<file path="src/rtl/frt_pkg.sv">
package frt_pkg;
  typedef enum logic [2:0] {
    A_COUNT = 3'd0,
    A_CMPA  = 3'd1,
    A_CTRL  = 3'd2,
    A_STAT  = 3'd3,
    A_CAPA  = 3'd4,
    A_CAPB  = 3'd5,
    A_CAPC  = 3'd6,
    A_CAPD  = 3'd7
  } reg_addr_e;

  typedef struct packed {
    logic [3:0] edge_rise;  // [3]=A ... [0]=D
    logic [1:0] buf_en;
    logic [1:0] clk_sel;
  } ctrl_t;

  localparam int unsigned N_CH = 4;
  localparam int unsigned STAT_CCL = 0;
  localparam int unsigned STAT_OVF = 1;
  localparam int unsigned STAT_CMP = 2;
  localparam int unsigned STAT_CAP = 3;
endpackage

</file>
<file path="src/rtl/frt_counter.sv">
module frt_counter #(
  parameter int unsigned W = 16
) (
  input  logic         clk,
  input  logic         rst_n,
  input  logic         step,
  input  logic         wr_cnt,
  input  logic [W-1:0] wdata,
  input  logic [W-1:0] cmp,
  input  logic         ccl,
  output logic [W-1:0] cnt,
  output logic         count_ev,
  output logic         match_ev,
  output logic         wrap_ev
);
  localparam logic [W-1:0] ALL_ONES = {W{1'b1}};

  function automatic logic [W-1:0] next_count(input logic [W-1:0] c,
                                              input logic [W-1:0] m,
                                              input logic clr);
    if (clr && c == m) return '0;
    return c + {{(W-1){1'b0}}, 1'b1};
  endfunction

  assign count_ev = step & ~wr_cnt;
  assign match_ev = count_ev & (cnt == cmp);
  assign wrap_ev  = count_ev & (cnt == ALL_ONES);

  always_ff @(posedge clk or negedge rst_n) begin
    if (!rst_n)       cnt <= '0;
    else if (wr_cnt)  cnt <= wdata;
    else if (step)    cnt <= next_count(cnt, cmp, ccl);
  end
endmodule

</file>
<file path="src/rtl/frt_cap_chan.sv">
module frt_cap_chan #(
  parameter int unsigned W = 16
) (
  input  logic         clk,
  input  logic         rst_n,
  input  logic         din,
  input  logic         rise_sel,
  input  logic [W-1:0] cnt,
  output logic         cap_ev,
  output logic [W-1:0] cap_val
);
  logic s1, s2, s3;

  function automatic logic edge_hit(input logic now, input logic prev, input logic rise);
    return rise ? (now & ~prev) : (~now & prev);
  endfunction

  assign cap_ev = edge_hit(s2, s3, rise_sel);

  always_ff @(posedge clk or negedge rst_n) begin
    if (!rst_n) begin
      s1 <= 1'b0;
      s2 <= 1'b0;
      s3 <= 1'b0;
      cap_val <= '0;
    end else begin
      s1 <= din;
      s2 <= s1;
      s3 <= s2;
      if (cap_ev) cap_val <= cnt;
    end
  end
endmodule

</file>
<file path="src/rtl/frt_capcmp.sv">
module frt_capcmp
  import frt_pkg::*;
#(
  parameter int unsigned W = 16
) (
  input  logic         clk,
  input  logic         rst_n,
  input  logic         lp_mode,
  input  logic [3:0]   tick_en,
  input  logic [3:0]   cap_in,
  input  logic [2:0]   bus_addr,
  input  logic         bus_wr,
  input  logic         bus_rd,
  input  logic [W-1:0] bus_wdata,
  output logic [W-1:0] bus_rdata,
  output logic         ovf_flag,
  output logic         cmp_flag,
  output logic [3:0]   cap_flag
);
  ctrl_t        ctrl;
  logic [W-1:0] cmpa;
  logic         ccl;
  logic         ovf_armed;
  logic [W-1:0] cnt;
  logic         step, count_ev, match_ev, wrap_ev;
  logic         wr_cnt, wr_cmp, wr_ctl, stat_wr;
  logic [3:0]   cap_ev;
  logic [W-1:0] cap_val [N_CH];
  logic [7:0]   stat_word;

  assign wr_cnt  = bus_wr && bus_addr == A_COUNT;
  assign wr_cmp  = bus_wr && bus_addr == A_CMPA;
  assign wr_ctl  = bus_wr && bus_addr == A_CTRL;
  assign stat_wr = bus_wr && bus_addr == A_STAT;
  assign step    = tick_en[ctrl.clk_sel];

  frt_counter #(.W(W)) u_cnt (
    .clk(clk), .rst_n(rst_n), .step(step), .wr_cnt(wr_cnt), .wdata(bus_wdata),
    .cmp(cmpa), .ccl(ccl), .cnt(cnt), .count_ev(count_ev),
    .match_ev(match_ev), .wrap_ev(wrap_ev)
  );

  for (genvar i = 0; i < N_CH; i++) begin : g_cap
    frt_cap_chan #(.W(W)) u_chan (
      .clk(clk), .rst_n(rst_n), .din(cap_in[i]),
      .rise_sel(ctrl.edge_rise[N_CH-1-i]), .cnt(cnt),
      .cap_ev(cap_ev[i]), .cap_val(cap_val[i])
    );
  end

  always_ff @(posedge clk or negedge rst_n) begin
    if (!rst_n) begin
      ctrl <= '0;
      cmpa <= '1;
    end else begin
      if (lp_mode)     ctrl <= '0;
      else if (wr_ctl) ctrl <= bus_wdata[7:0];
      if (wr_cmp)      cmpa <= bus_wdata;
    end
  end

  always_ff @(posedge clk or negedge rst_n) begin
    if (!rst_n) begin
      ccl       <= 1'b0;
      ovf_flag  <= 1'b0;
      ovf_armed <= 1'b0;
      cmp_flag  <= 1'b0;
      cap_flag  <= '0;
    end else begin
      if (stat_wr) ccl <= bus_wdata[STAT_CCL];
      if (bus_rd && bus_addr == A_STAT && ovf_flag) ovf_armed <= 1'b1;
      if (wrap_ev) begin
        ovf_flag <= 1'b1;
      end else if (stat_wr && !bus_wdata[STAT_OVF] && ovf_armed) begin
        ovf_flag  <= 1'b0;
        ovf_armed <= 1'b0;
      end
      if (match_ev)                         cmp_flag <= 1'b1;
      else if (stat_wr && !bus_wdata[STAT_CMP]) cmp_flag <= 1'b0;
      for (int i = 0; i < N_CH; i++) begin
        if (cap_ev[i])                               cap_flag[i] <= 1'b1;
        else if (stat_wr && !bus_wdata[STAT_CAP+i])  cap_flag[i] <= 1'b0;
      end
    end
  end

  assign stat_word = {1'b0, cap_flag, cmp_flag, ovf_flag, ccl};

  always_comb begin
    unique case (bus_addr)
      A_COUNT: bus_rdata = cnt;
      A_CMPA:  bus_rdata = cmpa;
      A_CTRL:  bus_rdata = {{(W-8){1'b0}}, ctrl};
      A_STAT:  bus_rdata = {{(W-8){1'b0}}, stat_word};
      A_CAPA:  bus_rdata = cap_val[0];
      A_CAPB:  bus_rdata = cap_val[1];
      A_CAPC:  bus_rdata = cap_val[2];
      default: bus_rdata = cap_val[3];
    endcase
  end
endmodule

</file>
<file path="config.mk">
export PLATFORM = sky130hd
export DESIGN_NAME = frt_capcmp
export DESIGN_NICKNAME = d
export VERILOG_FILES = /design/src/rtl/frt_pkg.sv /design/src/rtl/frt_counter.sv /design/src/rtl/frt_cap_chan.sv /design/src/rtl/frt_capcmp.sv
export SDC_FILE = /design/constraint.sdc
export NUM_CORES = 1
export LEC_CHECK = 0
export ABC_AREA = 0
export BUFFER_PORTS_ARGS = -buffer_cell sky130_fd_sc_hd__buf_2
export CORE_ASPECT_RATIO = 0.5
export CORE_MARGIN = 3
export CORE_UTILIZATION = 60
export CTS_CLUSTER_SIZE = 40
export DETAILED_ROUTE_END_ITERATION = 8
export GPL_ROUTABILITY_DRIVEN = 0
export PLACE_DENSITY = 0.84
export RECOVER_POWER = 25
export SLEW_MARGIN = 20
export SYNTH_ARGS = -nofsm -noshare
export SYNTH_HDL_FRONTEND = slang
export SYNTH_HIERARCHICAL = 1
export SYNTH_SLANG_ARGS = --single-unit
</file>
<file path="constraint.sdc">
create_clock -name clk -period 4.65 [get_ports clk]
set_input_delay 0.6975 -clock clk [delete_from_list [all_inputs] [get_ports clk]]
set_output_delay 0.6975 -clock clk [all_outputs]
set_load 0.01 [all_outputs]
</file>
# Yosys cells after proc, flatten, opt, wreduce, memory -nomap -nowiden
# Index checks and enable logic that the tools add are counted.
[totals]
reg_bits = 124
output_inout_bits = 22
word_cells = 119
input_bits = 32
[classes]
reduce_logical = 29
eq_ne = 8
n_lt_le_gt_ge = 1
muxes = 31
addsub = 1
bitwise_logic = 20
[op_table]
columns = ["op", "count"]
rows = [
  ["$pmux W16 S7", 1],
  ["$mux W16", 4],
  ["$mux W1", 23],
  ["$add A16 B1 Y16 const B", 1],
  ["$eq A16 B16 Y1", 1],
  ["$eq A16 B16 Y1 const B", 1],
  ["$mux W8", 2],
  ["$reduce_bool A2 Y1", 8],
  ["$logic_and A1 B1 Y1", 14],
  ["$and A1 B1 Y1", 11],
  ["$eq A3 B3 Y1 const B", 3],
  ["$not A1 Y1", 9],
  ["$eq A3 B2 Y1 const B", 2],
  ["$logic_not A1 Y1", 6],
  ["$eq A3 B1 Y1 const B", 1],
  ["$logic_not A3 Y1", 1],
  ["$lt A2 B3 Y1 const B", 1],
  ["$bmux W1 S2", 1],
]

# Longest topological paths before layout
[depth]
word_depth = 8
ltp_mapped = 9
ltp_nobuf = 6

# Cells and area by module
# Netlist, hierarchy kept.
[by_module_without_submodules]
columns = ["module", "area_each_um2", "instances", "seq_area_each_um2", "cells_each"]
rows = [
  ["frt_cap_chan", 1325.0, 4, 475.5, 151],
  ["frt_capcmp", 2283.4, 1, 820.8, 243],
  ["frt_counter", 1239.9, 1, 400.4, 145],
]

# Least setup slack after synthesis
# Ideal clock, no wire load.
[synth_timing]
path_type = "input to output"
startpoint = "input bus_addr[1]"
endpoint = "output bus_rdata[12]"
arrival_ns = 1.637
slack_ns = 2.315
cell_stages = 6
n_path_buf = 2
cell_sequence = "buf_6 -> or2_2 -> buf_2 -> o22ai_1 -> a21oi_1 -> nor2_1"
[synth_via]
elab_chain_cells = 2
word_cells_on_any_way = 8
cone_classes = "6 x eq/ne; 1 x mux; 1 x reduce/logical"
[synth_rtl]
columns = ["item", "line", "source"]
rows = [
  ["from (decl)", "frt_capcmp.sv:11", "input logic [2:0] bus_addr,"],
  ["$eq A3 B3 Y1 (tied with other cells)", "frt_capcmp.sv:90", "unique case (bus_addr)"],
  ["$pmux W16 S7 *", "frt_capcmp.sv:90", ""],
  ["to (decl)", "frt_capcmp.sv:15", "output logic [W-1:0] bus_rdata,"],
]
# Every way passes the cells marked *; elsewhere a longest branch is shown, timed or not.

# Worst setup path after layout
[layout_timing]
startpoint = "input bus_addr[2]"
endpoint = "output bus_rdata[5]"
# Same word-level chain as after synthesis.

==> impl_metrics.env <==
export IMPL_status="finished with violations"
export IMPL_violations="capacitance limit, slew limit"
export IMPL_instances_no_fill=1186
export IMPL_rows=30
export IMPL_core_area_um2=14000
export IMPL_antenna_found_initial=0
export IMPL_multi_input_area_um2=5080
export IMPL_grt_pass1_wl_um=41900
export IMPL_regArea_um2=3120
export IMPL_rsz0062_at_grt="no"
export IMPL_cts_clk_slew_worst_paths_ns=0.06
export IMPL_cp_required_ns=3.95
export IMPL_cts_tree="built"
export IMPL_crit_type="in2out"
export IMPL_drv_cap=2
export IMPL_die_width_um=177
export IMPL_syn2layout_area_growth_pct=6.47
export IMPL_synth_seq_cells=124
export IMPL_vias_per_cell=6.93
export IMPL_cts_buffers=17
export IMPL_hold_violations=0
export IMPL_cts_root_buf="clkbuf_16"
export IMPL_drt_first_pass_iters=6
export IMPL_p_per_area_nw_per_um2=420
export IMPL_yosys_warnings=6
export IMPL_ctsHoldBuffers=0
export IMPL_ff2ff_path_depth=4
export IMPL_syn_num_nets=1025
export IMPL_clkPwrFrac=0.328
export IMPL_timing_rr_end="cap_flag[3]$_DFFE_PN0P_"
export IMPL_start_util=0.632
export IMPL_power_switching_mw=1.45
export IMPL_nets=1014
export IMPL_synthFlopType="dfrtp_1"
export IMPL_seqPwrFrac=0.461
export IMPL_p_comb_frac=0.211
export IMPL_dpl_hpwl_um=16500
export IMPL_synthCells=992
export IMPL_rrSetupSlack_ns=1.87
export IMPL_slowest_stage="nand3_1"
export IMPL_io_pins=54
export IMPL_tightestPinTransition_ns=2.61
export IMPL_syn_area_per_cell_um2=8.89
export IMPL_final_max_slew_viol_count=134
export IMPL_skew_ns=0.00830
export IMPL_finalSetupViolCount=0
export IMPL_port_buffers=53
export IMPL_max_vdd_ir_drop_uv=272
export IMPL_grt_max_degree=98
export IMPL_fmax_mhz=325
export IMPL_crit_top_cell="buf_2"
export IMPL_insertion_delay_ns=0.42
export IMPL_routed_wl_um=26500
export IMPL_worstHoldStart="g_cap[1].u_chan/s1$_DFF_PN0_"
export IMPL_grt_pass1_vias=7663
export IMPL_grt_use_total=0.327
export IMPL_synth_distinct_cells=50
export IMPL_synth_seq_area_share=0.354
export IMPL_cts_max_level=4
export IMPL_cp_end_kind="output pin"
export IMPL_cts_sinks=124
export IMPL_drive_gt1_frac=0.146
export IMPL_num_vias=8222
export IMPL_ant_nets=0
export IMPL_grt_overflow_total=0
export IMPL_dp_cells=1154
export IMPL_drc=0
export IMPL_p_sw_frac=0.367
export IMPL_drt_initial_drc_count=1338
export IMPL_reg2reg_from="g_cap[3].u_chan/s2$_DFF_PN0_"
export IMPL_synth_area_um2=8820
export IMPL_cts_setup_buffers=0
export IMPL_cts_resized=0
export IMPL_num_fill_cells=1074
export IMPL_die_h_um=91.8
export IMPL_die_area_um2=16300
export IMPL_antenna_cells=0
export IMPL_synth_edf_count=0
export IMPL_cts_path_max_buffers=2
export IMPL_min_path_type="reg2reg"
export IMPL_path_cells="buf_2 > nand3_1 > o22a_1 > buf_2"
export IMPL_critPathMaxFanout=34
export IMPL_finalCritPeriodShare=0.662
export IMPL_period_needed_ns=3.08
export IMPL_post_drt_wl_per_cell_um=22.3
export IMPL_intPower_mw=2.50
export IMPL_p_leak_nw=3.57
export IMPL_hold_end="g_cap[1].u_chan/s2$_DFF_PN0_"
export IMPL_startpoint_type="input port"
export IMPL_min_path_cells=0
export IMPL_max_stage_delay_ns=0.62
export IMPL_ys_async_sr_fraction=1.00
export IMPL_slew_headroom=-0.740
export IMPL_setup_tns_ns=0
export IMPL_crit_arrival_ns=2.38
[synthesized netlist by cell type (2+ instances only)]
cell	count	share of area
nand2_1	30	0.013
o221ai_1	6	0.0060
o311a_1	64	0.073
buf_2	33	0.019
nand3_1	9	0.0051
nand3b_1	4	0.0034
clkbuf_1	26	0.011
and2_1	5	0.0035
mux2_2	22	0.028
o22ai_1	4	0.0028
nand4_1	6	0.0043
nor4_1	4	0.0028
nand2b_1	6	0.0043
nor3b_1	81	0.069
mux4_2	2	0.0051
nor2b_1	129	0.091
dfrtp_1	108	0.31
o21ai_1	20	0.011
a22o_1	4	0.0040
xor2_1	24	0.024
nor2_1	41	0.017
buf_4	21	0.018
a31oi_1	2	0.0014
o22a_1	8	0.0079
xnor2_1	6	0.0060
a211oi_1	7	0.0060
and4_1	3	0.0030
o31ai_1	2	0.0017
buf_6	17	0.022
mux2i_1	29	0.033
a21oi_1	32	0.018
o21ai_0	137	0.078
dfstp_2	16	0.048
and2_0	2	0.0014
nor3_1	66	0.037
inv_1	2	0.00085
[critical path, delay by kind of cell]
family	cells	cell delay [ns]
simple gates	1	0.62
compound gates	1	0.41
buf+inv	2	0.64
[how the worst max path moves through the flow]
stage	to	slack, ns	startpoint	cells past startpoint
after floorplan	bus_rdata[12]	2.32	bus_addr[1]	6
after global placement	bus_rdata[3]	1.69	bus_addr[2]	4
after detailed placement	bus_rdata[5]	1.65	bus_addr[2]	4
after CTS	bus_rdata[5]	1.65	bus_addr[2]	4
after global routing	bus_rdata[4]	1.52	bus_addr[0]	7
final	bus_rdata[5]	1.57	bus_addr[2]	4
[area by class of cell]
cell class | count | share of cell area
tap | 192 | 0.0256
clock inverter | 12 | 0.0121
clock buffer | 20 | 0.0486
multi-input combinational | 767 | 0.540
timing repair buffer | 68 | 0.0394
inverter | 3 | 0.00147
sequential | 124 | 0.332
[through the flow]
stage	hold slack [ns]	power, mW	instance area [um2]	worst slack [ns]	util
after floorplan	0.331	2.24	8820	2.32	-
after global placement	0.333	2.53	8840	1.69	0.633
after detailed placement	0.347	2.60	8840	1.65	0.633
after CTS	0.361	3.90	9410	1.65	0.674
after global routing	0.364	4.10	9390	1.52	0.673
final	0.356	3.94	9390	1.57	0.673
[power groups by stage]
stage / clock network, mW / logic (mW) / registers, mW
after floorplan: 0 / 0.678 / 1.57
final: 1.29 / 0.834 / 1.82
after global routing: 1.35 / 0.915 / 1.83
after CTS: 1.30 / 0.819 / 1.78
after detailed placement: 0 / 0.806 / 1.79
after global placement: 0 / 0.763 / 1.77
[cells by family after synthesis]
family / count (synthesis) / synth area share
DFF: 124 / 0.354
muxes: 53 / 0.0661
buffers and inverters: 101 / 0.0713
adders and majority gates: 1 / 0.00142
AOI/OAI and AO/OA: 289 / 0.212
xor gates and xnor gates: 30 / 0.0298
and+or+nand+nor: 394 / 0.265
[registers in the layout, summed over array words and instances (netlist names)]
register	count
g_cap.u_chan/cap_val	64
cmpa	16
u_cnt/cnt	16
ctrl	8
cap_flag	4
g_cap.u_chan/s1	4
g_cap.u_chan/s2	4
g_cap.u_chan/s3	4
ccl	1
cmp_flag	1
ovf_armed	1
ovf_flag	1
[per-layer routing]
| metal | global-route usage | vias to the layer above | share of wire |
|---|---|---|---|
| li1 | - | 3612 | - |
| met1 | 0.453 | 3938 | 0.40 |
| met2 | 0.483 | 584 | 0.44 |
| met3 | 0.0964 | 88 | 0.13 |
| met4 | 0.128 | 0 | 0.031 |
| met5 | 0 | - | 0 |
[placed cells by master, fill, tap and decap left out, drive strengths merged, types with 6 or more instances in the layout]
| cell type | n |
|---|---|
| nand4 | 6 |
| a21oi | 32 |
| clkbuf | 23 |
| and2 | 7 |
| inv | 6 |
| o21ai | 158 |
| nand2b | 7 |
| o311a | 64 |
| nand2 | 30 |
| mux2 | 22 |
| nor2b | 129 |
| mux2i | 29 |
| nand3 | 9 |
| nor3b | 81 |
| dfstp | 16 |
| xnor2 | 6 |
| buf | 65 |
| o221ai | 6 |
| a211oi | 7 |
| clkinv | 7 |
| dfrtp | 108 |
| nor3 | 67 |
| xor2 | 24 |
| o22a | 8 |
| nor2 | 42 |
(Power assumes the default switching activity.)
